## src/rtl/can_bit_err_pkg.sv

```systemverilog
package can_bit_err_pkg;

  typedef struct packed {
    logic stuff;
    logic bit0;
    logic bit1;
    logic crc;
    logic form;
    logic ack;
  } err_vec_t;

  localparam logic RECESSIVE = 1'b1;
  localparam logic DOMINANT  = 1'b0;

endpackage

```

## src/rtl/can_stuff_mon.sv

```systemverilog
module can_stuff_mon #(
  parameter int unsigned STUFF_LIMIT = 5
) (
  input  logic clk_i,
  input  logic rst_ni,
  input  logic bit_vld_i,
  input  logic rx_bit_i,
  input  logic stuff_region_i,
  output logic stuff_err_o
);

  localparam int unsigned RUN_W = $clog2(STUFF_LIMIT + 2);
  localparam logic [RUN_W-1:0] RUN_MAX = RUN_W'(STUFF_LIMIT + 1);
  localparam logic [RUN_W-1:0] RUN_LIM = RUN_W'(STUFF_LIMIT);
  localparam logic [RUN_W-1:0] RUN_ONE = RUN_W'(1);

  logic [RUN_W-1:0] run_q, run_d;
  logic             last_q;
  logic             in_region_q;
  logic             restart;

  // run restarts at region entry or on a value change
  assign restart = !in_region_q || (rx_bit_i != last_q);

  always_comb begin
    if (restart)              run_d = RUN_ONE;
    else if (run_q == RUN_MAX) run_d = run_q;
    else                      run_d = run_q + RUN_ONE;
  end

  assign stuff_err_o = bit_vld_i && stuff_region_i && !restart && (run_q >= RUN_LIM);

  always_ff @(posedge clk_i or negedge rst_ni) begin
    if (!rst_ni) begin
      run_q       <= '0;
      last_q      <= 1'b0;
      in_region_q <= 1'b0;
    end else if (bit_vld_i) begin
      if (stuff_region_i) begin
        run_q       <= run_d;
        last_q      <= rx_bit_i;
        in_region_q <= 1'b1;
      end else begin
        in_region_q <= 1'b0;
      end
    end
  end

  p_stuff_in_region_r2: assert property (@(posedge clk_i) disable iff (!rst_ni)
    stuff_err_o |-> (stuff_region_i && in_region_q));

  p_run_restart_r3: assert property (@(posedge clk_i) disable iff (!rst_ni)
    (bit_vld_i && stuff_region_i && !in_region_q) |=> (run_q == RUN_ONE));

  p_run_bounded_r2: assert property (@(posedge clk_i) disable iff (!rst_ni)
    run_q <= RUN_MAX);

endmodule

```

## src/rtl/can_bit_mon.sv

```systemverilog
module can_bit_mon
  import can_bit_err_pkg::*;
(
  input  logic clk_i,
  input  logic rst_ni,
  input  logic bit_vld_i,
  input  logic tx_bit_i,
  input  logic rx_bit_i,
  input  logic arb_field_i,
  input  logic transmitting_i,
  input  logic busoff_rec_i,
  input  logic ack_slot_i,
  output logic bit0_err_o,
  output logic bit1_err_o
);

  logic mon_en;
  logic drv_dom_saw_rec;
  logic drv_rec_saw_dom;
  logic busoff_hit;

  assign mon_en          = bit_vld_i && transmitting_i && !arb_field_i;
  assign drv_dom_saw_rec = (tx_bit_i == DOMINANT) && (rx_bit_i == RECESSIVE);
  assign drv_rec_saw_dom = (tx_bit_i == RECESSIVE) && (rx_bit_i == DOMINANT);
  assign busoff_hit      = bit_vld_i && busoff_rec_i && (rx_bit_i == RECESSIVE);

  assign bit0_err_o = (mon_en && drv_dom_saw_rec) || busoff_hit;
  // a dominant ACK overwriting our recessive slot is the expected outcome
  assign bit1_err_o = mon_en && !ack_slot_i && drv_rec_saw_dom;

  p_arb_quiet_r6: assert property (@(posedge clk_i) disable iff (!rst_ni)
    (arb_field_i && !busoff_rec_i) |-> (!bit0_err_o && !bit1_err_o));

  p_busoff_rec_r7: assert property (@(posedge clk_i) disable iff (!rst_ni)
    (bit_vld_i && busoff_rec_i && rx_bit_i) |-> bit0_err_o);

  p_bit1_needs_tx_r4: assert property (@(posedge clk_i) disable iff (!rst_ni)
    bit1_err_o |-> (transmitting_i && tx_bit_i && !rx_bit_i));

endmodule

```

## src/rtl/can_frame_mon.sv

```systemverilog
module can_frame_mon
  import can_bit_err_pkg::*;
(
  input  logic clk_i,
  input  logic rst_ni,
  input  logic bit_vld_i,
  input  logic rx_bit_i,
  input  logic transmitting_i,
  input  logic ack_slot_i,
  input  logic crc_end_i,
  input  logic crc_match_i,
  input  logic fixed_form_i,
  output logic crc_err_o,
  output logic form_err_o,
  output logic ack_err_o
);

  assign crc_err_o  = bit_vld_i && !transmitting_i && crc_end_i && !crc_match_i;
  assign form_err_o = bit_vld_i && fixed_form_i && (rx_bit_i == DOMINANT);
  assign ack_err_o  = bit_vld_i && transmitting_i && ack_slot_i && (rx_bit_i == RECESSIVE);

  p_crc_rx_only_r8: assert property (@(posedge clk_i) disable iff (!rst_ni)
    crc_err_o |-> (!transmitting_i && crc_end_i));

  p_ack_tx_only_r9: assert property (@(posedge clk_i) disable iff (!rst_ni)
    ack_err_o |-> (transmitting_i && rx_bit_i));

  p_form_dom_r10: assert property (@(posedge clk_i) disable iff (!rst_ni)
    form_err_o |-> (fixed_form_i && !rx_bit_i));

endmodule

```

## src/rtl/can_bit_err_det.sv

```systemverilog
module can_bit_err_det
  import can_bit_err_pkg::*;
#(
  parameter int unsigned STUFF_LIMIT = 5
) (
  input  logic clk_i,
  input  logic rst_ni,
  input  logic bit_vld_i,
  input  logic tx_bit_i,
  input  logic rx_bit_i,
  input  logic arb_field_i,
  input  logic stuff_region_i,
  input  logic transmitting_i,
  input  logic busoff_rec_i,
  input  logic ack_slot_i,
  input  logic crc_end_i,
  input  logic crc_match_i,
  input  logic fixed_form_i,
  output logic stuff_err_o,
  output logic bit0_err_o,
  output logic bit1_err_o,
  output logic crc_err_o,
  output logic form_err_o,
  output logic ack_err_o
);

  err_vec_t err;

  can_stuff_mon #(.STUFF_LIMIT(STUFF_LIMIT)) u_stuff (
    .clk_i          (clk_i),
    .rst_ni         (rst_ni),
    .bit_vld_i      (bit_vld_i),
    .rx_bit_i       (rx_bit_i),
    .stuff_region_i (stuff_region_i),
    .stuff_err_o    (err.stuff)
  );

  can_bit_mon u_bit (
    .clk_i          (clk_i),
    .rst_ni         (rst_ni),
    .bit_vld_i      (bit_vld_i),
    .tx_bit_i       (tx_bit_i),
    .rx_bit_i       (rx_bit_i),
    .arb_field_i    (arb_field_i),
    .transmitting_i (transmitting_i),
    .busoff_rec_i   (busoff_rec_i),
    .ack_slot_i     (ack_slot_i),
    .bit0_err_o     (err.bit0),
    .bit1_err_o     (err.bit1)
  );

  can_frame_mon u_frame (
    .clk_i          (clk_i),
    .rst_ni         (rst_ni),
    .bit_vld_i      (bit_vld_i),
    .rx_bit_i       (rx_bit_i),
    .transmitting_i (transmitting_i),
    .ack_slot_i     (ack_slot_i),
    .crc_end_i      (crc_end_i),
    .crc_match_i    (crc_match_i),
    .fixed_form_i   (fixed_form_i),
    .crc_err_o      (err.crc),
    .form_err_o     (err.form),
    .ack_err_o      (err.ack)
  );

  assign stuff_err_o = err.stuff;
  assign bit0_err_o  = err.bit0;
  assign bit1_err_o  = err.bit1;
  assign crc_err_o   = err.crc;
  assign form_err_o  = err.form;
  assign ack_err_o   = err.ack;

  p_pulse_gated_r1: assert property (@(posedge clk_i) disable iff (!rst_ni)
    !bit_vld_i |-> (err == '0));

  p_bit_excl_r1: assert property (@(posedge clk_i) disable iff (!rst_ni)
    !(bit0_err_o && bit1_err_o));

endmodule

```

## config.mk

```make
export PLATFORM = sky130hd
export DESIGN_NAME = can_bit_err_det
export DESIGN_NICKNAME = d
export VERILOG_FILES = /design/src/rtl/can_bit_err_pkg.sv /design/src/rtl/can_stuff_mon.sv /design/src/rtl/can_bit_mon.sv /design/src/rtl/can_frame_mon.sv /design/src/rtl/can_bit_err_det.sv
export SDC_FILE = /design/constraint.sdc
export NUM_CORES = 1
export LEC_CHECK = 0
export BUFFER_PORTS_ARGS = -buffer_cell sky130_fd_sc_hd__buf_2
export CORE_AREA = 2 2 39 41
export DETAILED_ROUTE_END_ITERATION = 7
export DIE_AREA = 0 0 41 43
export GPL_TIMING_DRIVEN = 0
export PLACE_DENSITY = 0.5
export SLEW_MARGIN = 20
export SYNTH_ARGS = -nofsm -noshare
export SYNTH_HDL_FRONTEND = slang
export SYNTH_SLANG_ARGS = --single-unit
```

## constraint.sdc

```tcl
create_clock -name clk_i -period 1.9 [get_ports clk_i]
set_input_delay 0.38 -clock clk_i [delete_from_list [all_inputs] [get_ports clk_i]]
set_output_delay 0.38 -clock clk_i [all_outputs]
set_load 0.02 [all_outputs]
```

# After elaboration in Yosys (flattened, before gate mapping)

Cells that the tools add are included.

Bits in registers: 5
Input bits: 13
Output and inout port bits: 6
Logic and storage cells: 42

Add/subtract/negate cells: 1
Magnitude comparators: 1
Equality and inequality tests: 3
Mux-type cells: 3
Bitwise gates (word level): 2
Reductions and logical operators: 29

Operators with widths:

| cell                                                  | count |
|---|---|
| logical AND 1 bit                                     | 19 |
| logical NOT 1 bit                                     | 6 |
| two-way mux 3 bit                                     | 2 |
| adder 3 x 1 -> 3 bit, second input constant           | 1 |
| equality test 3 bit, second input constant            | 1 |
| >= comparator 3 bit, second input constant            | 1 |
| AND reduction 3 bit                                   | 1 |
| logical OR 1 bit                                      | 2 |
| inequality test 2 x 1 -> 1 bit, second input constant | 1 |
| NOT 1 bit                                             | 2 |
| AND reduction 2 bit                                   | 1 |
| two-way mux 1 bit                                     | 1 |
| inequality test 1 bit                                 | 1 |

# Logic depth before layout (Yosys ltp)

Gate-level depths: netlist of the first run.

Word-level depth: 5
Mapped depth: 5
Depth with buffers taken out: 5

# By module

From an unflattened synthesis of the first run, not the netlist that was laid out.

Cell total of the unflattened synthesis: 35
Area total of the unflattened synthesis: 371.6 µm²

By module, submodules not included:

| module        | times used | cells an instance | area each (µm²) | sequential area each (µm²) |
|---|---|---|---|---|
| can_stuff_mon | 1          | 28                | 299.0           | 125.1 |
| can_bit_mon   | 1          | 4                 | 41.3            | 0.0 |
| can_frame_mon | 1          | 3                 | 31.3            | 0.0 |

# Least setup slack after synthesis of the first run

OpenSTA, ideal clock, no wires.

Kind: input -> output
Start: input port arb_field_i
End: output port bit1_err_o
Data arrival time: 1.291 ns
Data required time: 1.520 ns
Path slack: 0.229 ns
Stages on the path: 2
Buffers on the path: 0
Cells stage by stage: nand2b_1 nor4b_1

Word-level cells in the longest chain between the ends: 4

Ends and longest elaborated chain:

| element                        | line                  | text |
|---|---|---|
| start, declared                | can_bit_err_det.sv:11 | `input logic arb_field_i,` |
| logical NOT 1 bit              | can_bit_mon.sv:22     | `assign mon_en = bit_vld_i && transmitting_i && !arb_field_i;` |
| logical AND 1 bit              | can_bit_mon.sv:22     |  |
| logical AND 1 bit (2 in a row) | can_bit_mon.sv:29     | `assign bit1_err_o = mon_en && !ack_slot_i && drv_rec_saw_dom;` |
| end, declared                  | can_bit_err_det.sv:21 | `output logic bit1_err_o,` |

Every way passes these cells.

# Worst setup path after layout of the first run

Start: register u_stuff.last_q
End: output port stuff_err_o

Word-level cells in the longest chain between the ends: 5

Ends and longest elaborated chain:

| element                        | line                  | text |
|---|---|---|
| start, declared                | can_stuff_mon.sv:18   | `logic last_q;` |
| start signal, assigned         | can_stuff_mon.sv:41   | `last_q <= rx_bit_i;` |
| inequality test 1 bit          | can_stuff_mon.sv:23   | `assign restart = !in_region_q \|\| (rx_bit_i != last_q);` |
| logical OR 1 bit               | can_stuff_mon.sv:23   |  |
| logical NOT 1 bit              | can_stuff_mon.sv:31   | `assign stuff_err_o = bit_vld_i && stuff_region_i && !restart && (run_q >= RUN_LIM);` |
| logical AND 1 bit (2 in a row) | can_stuff_mon.sv:31   |  |
| end, declared                  | can_bit_err_det.sv:19 | `output logic stuff_err_o,` |

Every way passes these cells.

==> impl_metrics.toml, run 1 <==
[run_status]
run_status = "finished clean"

[timing]
tightest_slew_ns = 0.251
final_worst_clock_skew_ns = 0.00100
fin_crit_sh_pct = 91.1
timing.fmax_ghz = 0.577
finalMaxSlewViolations = 0
final_hold_viol_count = 0
final.min_clock_period_ns = 1.73
setup_viol_count_final = 0
slew_headroom_pct = 83.1
rsz_0062_raised_after_global_routing = "no"
tns_ns = 0

[critical_path]
critical_path_required_ns = 1.52
critPathLaunchType = "register"
arrival_ns = 1.35
worstRegToRegCells = 5
setup_cp_type = "register to output pin"
crit_path_max_fanout = 3
timing.critical_path.to_type = "output pin"

[cts]
cts_setup_buffers = 0
cts.reportedPaths.clkPinSlew_ns = 0.04
cts_resized = 0
clk-insertion-delay-late_ns = 0.23
clock-sinks = 5
cts_hold_fix_bufs = 1
deepest_level_of_the_cts_h_tree = 1
max-clock-path-buffers = 2
cts_tree = "done"
clk_root_buffer_cell = "clkbuf_4"
cts_inserted_buffers = 3

[grt]
grt_pass1_vias = 337
largest_net_degree_at_the_start_of_global_routing = 9
groute.usage.overall_pct = 10.4
grt_antenna_before_repair = 0
global_route_congestion_overflow_total = 0
grt_pass1_wl_mm = 1.24

[die]
chipHeight_um = 43
die_footprint_um2 = 1760
core_um2 = 1380
start_util_pct = 25.0
dieWidth_um = 41
floorplan.io_pins = 19
core.rowCount = 14

[final_layout]
post_route_cells_drive_above_1_share_pct = 40.7
number_of_fill_cells = 161
antennaDiodeCount = 0
syn2layout_area_growth_pct = 42.4
non_filler_instance_count_after_layout = 75
design_area_um2 = 492
fin_nets = 76
core_utilization_of_the_finished_layout_pct = 35.5

[power]
irDropWorstVdd_mv = 0.297
cellPowerDensity_nw_per_um2 = 685
p_leak_nw = 0.254
total_power_mw = 0.337

[routing]
wl_per_cell_um = 9.68
drt_iter0_drc = 5
routed_via_density = 4.55
drtPass1Iterations = 3
num_vias = 341
drc_errors = 0
routed_wirelength_um = 726
ant_nets = 0

[yosys]
number_of_distinct_library_cell_variants_in_the_gate_level_netlist_after_synthesis = 20
ys_seq_area_share_pct = 36.2
synth_largest_type_area_fraction_pct = 36.2
ys.flop_type = "dfrtp_1"
synthMostInstantiatedCell = "dfrtp_1"
yosysWarnings = 0
synth.ff_latch_count = 5
synth_area_leaders = "dfrtp_1 36%, ha_1 11%, mux2_2 6.5%"
avgSynthCellArea_um2 = 9.59
synthesis.nets = 52
yosys-top-cells-count = "5 x dfrtp_1, 4 x inv_1, 3 x ha_1, 3 x nand2_1"
async_flop_share_pct = 100
gate_count_after_technology_mapping = 36
synth-edff-count = 0
synth_top_cell_by_area = "dfrtp_1"
post_synth_instance_area_um2 = 345

[placed_design]
post_dp_hpwl_um = 629
cell_area_reported_after_detailed_placement_um2 = 455
dp_cells = 70
buffer_ports.inserted = 18
gp_congestion = 0.625

[hold_path]
holdPathStages = 2
timing.hold.worst.class = "input pin to register"

[run]
count_of_max_cap_constraint_violations = 0
[cell usage in the layout, fill, tap and decap left out, types with 2 or more instances in the layout]
cell type	n
nand2b_1	2
clkbuf_4	3
nand2_1	3
inv_1	4
o21ai_0	2
mux2_2	2
nor2_1	2
nor3_1	2
ha_1	3
dfrtp_1	5
buf_2	18
[critical path, cell delays in order (launching register included)]
cell	delay (ns)
dfrtp_1	0.38
xnor2_1	0.24
nand2_1	0.12
nor3_1	0.20
buf_2	0.19
[final timing paths]
kind	slack, ns	from	end
max in group asynchronous	1.28	rst_ni	u_stuff.run_q[2]
hold reg to reg	0.53	u_stuff.last_q	u_stuff.last_q
setup reg to reg	0.65	u_stuff.run_q[0]	u_stuff.run_q[0]
setup / recovery	0.17	u_stuff.last_q	stuff_err_o
min in group asynchronous	0.49	rst_ni	u_stuff.in_region_q
hold / removal	0.40	stuff_region_i	u_stuff.run_q[2]
[state kept, by name (all words and copies together) (netlist names)]
name / count
u_stuff.run_q: 3
u_stuff.in_region_q: 1
u_stuff.last_q: 1
[power breakdown]
group / switching, mW / internal (mW)
registers: 0.0155 / 0.123
clock network: 0.0374 / 0.0790
logic: 0.0416 / 0.0401
[cell families (layout without fill, tap and decap cells)]
| logic type | count (synthesis) | after routing | synth area share, % |
|---|---|---|---|
| AND/OR/NAND/NOR | 14 | 14 | 25.0 |
| AO/OA/AOI/OAI | 7 | 7 | 14.5 |
| flip-flops | 5 | 5 | 36.2 |
| buffers and inverters | 4 | 27 | 4.35 |
| adder cells (fa/ha/maj) | 3 | 3 | 10.9 |
| multiplexers | 2 | 2 | 6.52 |
| XOR/XNOR | 1 | 1 | 2.54 |
[stage by stage]
step           setup slack [ns]  hold WS [ns]
2_1_floorplan             0.229        0.0844
3_3_place_gp              0.294         0.194
3_5_place_dp              0.256         0.195
4_1_cts                   0.155         0.393
5_1_grt                  0.0644         0.408
6_report                  0.168         0.397
[layer usage]
layer / vias up / routed length (um) / GRT usage (%) / part of all wire, %
li1: 178 / - / - / -
met1: 158 / 318 / 12.2 / 44
met2: 5 / 376 / 15.9 / 52
met3: 0 / 30 / 1.57 / 4.1
met4: 0 / 0 / 8.00 / 0
met5: - / 0 / 0 / 0
[cell type report]
| class | count | area (um^2) | area share, % |
|---|---|---|---|
| inverter | 4 | 15.0 | 3.05 |
| sequential | 5 | 125 | 25.4 |
| multi-input combinational | 27 | 205 | 41.7 |
| clock buffer | 4 | 26.3 | 5.34 |
| timing repair buffer | 19 | 100 | 20.4 |
| tap | 16 | 20.0 | 4.07 |
Power figures use the tool's default switching activity.
==> run 2: changes to the inputs <==
--- a/config.mk
+++ b/config.mk
@@ -6,11 +6,12 @@
 export NUM_CORES = 1
 export LEC_CHECK = 0
 export BUFFER_PORTS_ARGS = -buffer_cell sky130_fd_sc_hd__buf_2
-export CORE_AREA = 2 2 39 41
+export CORE_AREA = 4 4 41 43
 export DETAILED_ROUTE_END_ITERATION = 7
-export DIE_AREA = 0 0 41 43
+export DIE_AREA = 0 0 45 47
 export GPL_TIMING_DRIVEN = 0
 export PLACE_DENSITY = 0.5
+export RECOVER_POWER = 25
 export SLEW_MARGIN = 20
 export SYNTH_ARGS = -nofsm -noshare
 export SYNTH_HDL_FRONTEND = slang
==> run 2 against run 1 <==
Clock power about the same. Cell area down 0.51%. Die area up 20%. Global-route usage down 1.5 points. Utilization up 2.1 points. Critical path type unchanged. Power down 0.34%.
==> impl_metrics.toml, run 2 (same netlist as run 1, synthesis figures left out) <==
[grt]
globalRoute.busiestLayer = "met2"
gr-usage-met3_pct = 1.53
grt_pass1_vias = 350
largest_net_degree_at_the_start_of_global_routing = 9
globalRouteMet2Util_pct = 15.0
groute.usage.overall_pct = 8.90
grt_antenna_before_repair = 0
grt_pass1_wl_mm = 1.30
grt_use_met1_pct = 9.26
global_route_congestion_overflow_total = 0

[timing]
rsz_0062_raised_after_global_routing = "no"
final_worst_clock_skew_ns = 0.000175
fin_crit_sh_pct = 88.9
tightest_slew_ns = 0.274
final_hold_viol_count = 0
timing.fmax_ghz = 0.592
finalMaxSlewViolations = 0
final.min_clock_period_ns = 1.69
slew_headroom_pct = 81.7
tns_ns = 0
setup_viol_count_final = 0

[critical_path]
timing.critical_path.to_type = "output pin"
critical_path.endpoint = "stuff_err_o"
timing.critical_path.slowest_stage_cell = "dfrtp_1"
cp-startpoint = "u_stuff.last_q"
arrival_ns = 1.31
setup_cp_type = "register to output pin"
critical_path_required_ns = 1.52
crit-reg2reg-capture = "u_stuff.run_q[0]"
rr_startpoint = "u_stuff.run_q[0]"
crit_path_max_fanout = 3
worstRegToRegCells = 5
worst_path_largest_cell_delay_ns = 0.38
crit_chain = "xnor2_1 > nand2_1 > nor3_1 > buf_2"
critPathLaunchType = "register"
timing.reg2reg.setup_slack_ns = 0.65

[die]
dieWidth_um = 45
core_um2 = 1300
chipHeight_um = 47
start_util_pct = 26.5
core.rowCount = 13
die_footprint_um2 = 2120
floorplan.io_pins = 19

[final_layout]
top_library_cells_by_usage_in_the_layout_fill_and_taps_aside = "17 x buf_2, 5 x dfrtp_1, 4 x inv_1"
largest_reg_flops = 3
regMostFlops = "u_stuff.run_q"
design_area_um2 = 489
reg.largest.list = "u_stuff.run_q x3, u_stuff.in_region_q x1, u_stuff.last_q x1"
fin_nets = 76
antennaDiodeCount = 0
final_common_cell = "buf_2"
post_route_cells_drive_above_1_share_pct = 39.0
syn2layout_area_growth_pct = 41.7

[power]
total_power_mw = 0.336
irDropWorstVdd_mv = 0.354
power.sequential.fraction_pct = 41.0
power.net_switching_mw = 0.0939
p_leak_nw = 0.252
power.share.combinational_pct = 24.0
switching_share_pct = 28.0
clockPowerShare_pct = 35.0
internal_power_mw = 0.242
cellPowerDensity_nw_per_um2 = 686

[cts]
deepest_level_of_the_cts_h_tree = 1
cts.reportedPaths.clkPinSlew_ns = 0.04
cts_inserted_buffers = 3
max-clock-path-buffers = 2
cts_resized = 0
clk-insertion-delay-late_ns = 0.23
clk_root_buffer_cell = "clkbuf_4"
cts_hold_fix_bufs = 1
cts_tree = "done"
cts_setup_buffers = 0
clock-sinks = 5

[placed_design]
cell_area_reported_after_detailed_placement_um2 = 454
gp_congestion = 0.647
post_dp_hpwl_um = 664
buffer_ports.inserted = 18

[run_status]
run_status = "finished clean"

[routing]
drtPass1Iterations = 3
drt_iter0_drc = 6
drc_errors = 0
routed_wirelength_um = 798
wl_per_cell_um = 10.8
num_vias = 338
ant_nets = 0
routed_via_density = 4.57

[hold_path]
timing.hold.worst.class = "input pin to register"

[run]
count_of_max_cap_constraint_violations = 0
[run 2: cell count changes in the layout (fill, tap and decap cells not counted)]
cell      change
buf_2         -1
clkbuf_1      +1
[run 2: power by group through the flow]
stage          clock, mW  sequential (mW)  combinational [mW]
3_3_place_gp           0            0.139              0.0808
4_1_cts            0.126            0.138              0.0822
3_5_place_dp           0            0.140              0.0804
5_1_grt            0.132            0.142              0.0935
6_report           0.117            0.138              0.0805
2_1_floorplan          0            0.136              0.0514
[run 2: cell type report]
type | count | area [um^2]
clock buffer | 4 | 26.3
fill | 153 | 812
inverter | 4 | 15.0
multi-input combinational | 27 | 205
sequential | 5 | 125
tap | 15 | 18.8
timing repair buffer | 19 | 98.8
[run 2: layer usage]
layer | routed length, um | vias up
met1 | 331 | 139
met3 | 102 | 0
met5 | 0 | -
met4 | 0 | 0
met2 | 364 | 17
li1 | - | 182
[run 2: worst min-delay path by stage]
stage / depth (start not counted) / slack (ns) / to / from
after floorplan: 0 / 0.08 / u_stuff.in_region_q / rst_ni
after global placement: 1 / 0.20 / u_stuff.run_q[0] / rst_ni
after detailed placement: 1 / 0.20 / u_stuff.run_q[0] / rst_ni
after CTS: 2 / 0.38 / u_stuff.run_q[2] / stuff_region_i
after global routing: 2 / 0.41 / u_stuff.run_q[2] / stuff_region_i
final: 2 / 0.39 / u_stuff.run_q[2] / stuff_region_i
[run 2: per-stage QoR]
step           setup WS (ns)  utilization [%]  instances  hold slack, ns
2_1_floorplan          0.229                -         36          0.0844
3_5_place_dp           0.280             34.9         69           0.201
3_3_place_gp           0.288             34.9         69           0.199
4_1_cts                0.177             37.7         74           0.380
5_1_grt               0.0285             37.6         74           0.407
6_report               0.211             37.6         74           0.386
[run 2: critical path, delay by kind of cell, from the launching register on]
| family | cells | cell delay, ns |
|---|---|---|
| buffers and inverters | 1 | 0.18 |
| DFF | 1 | 0.38 |
| and+or+nand+nor | 2 | 0.28 |
| xor gates and xnor gates | 1 | 0.23 |
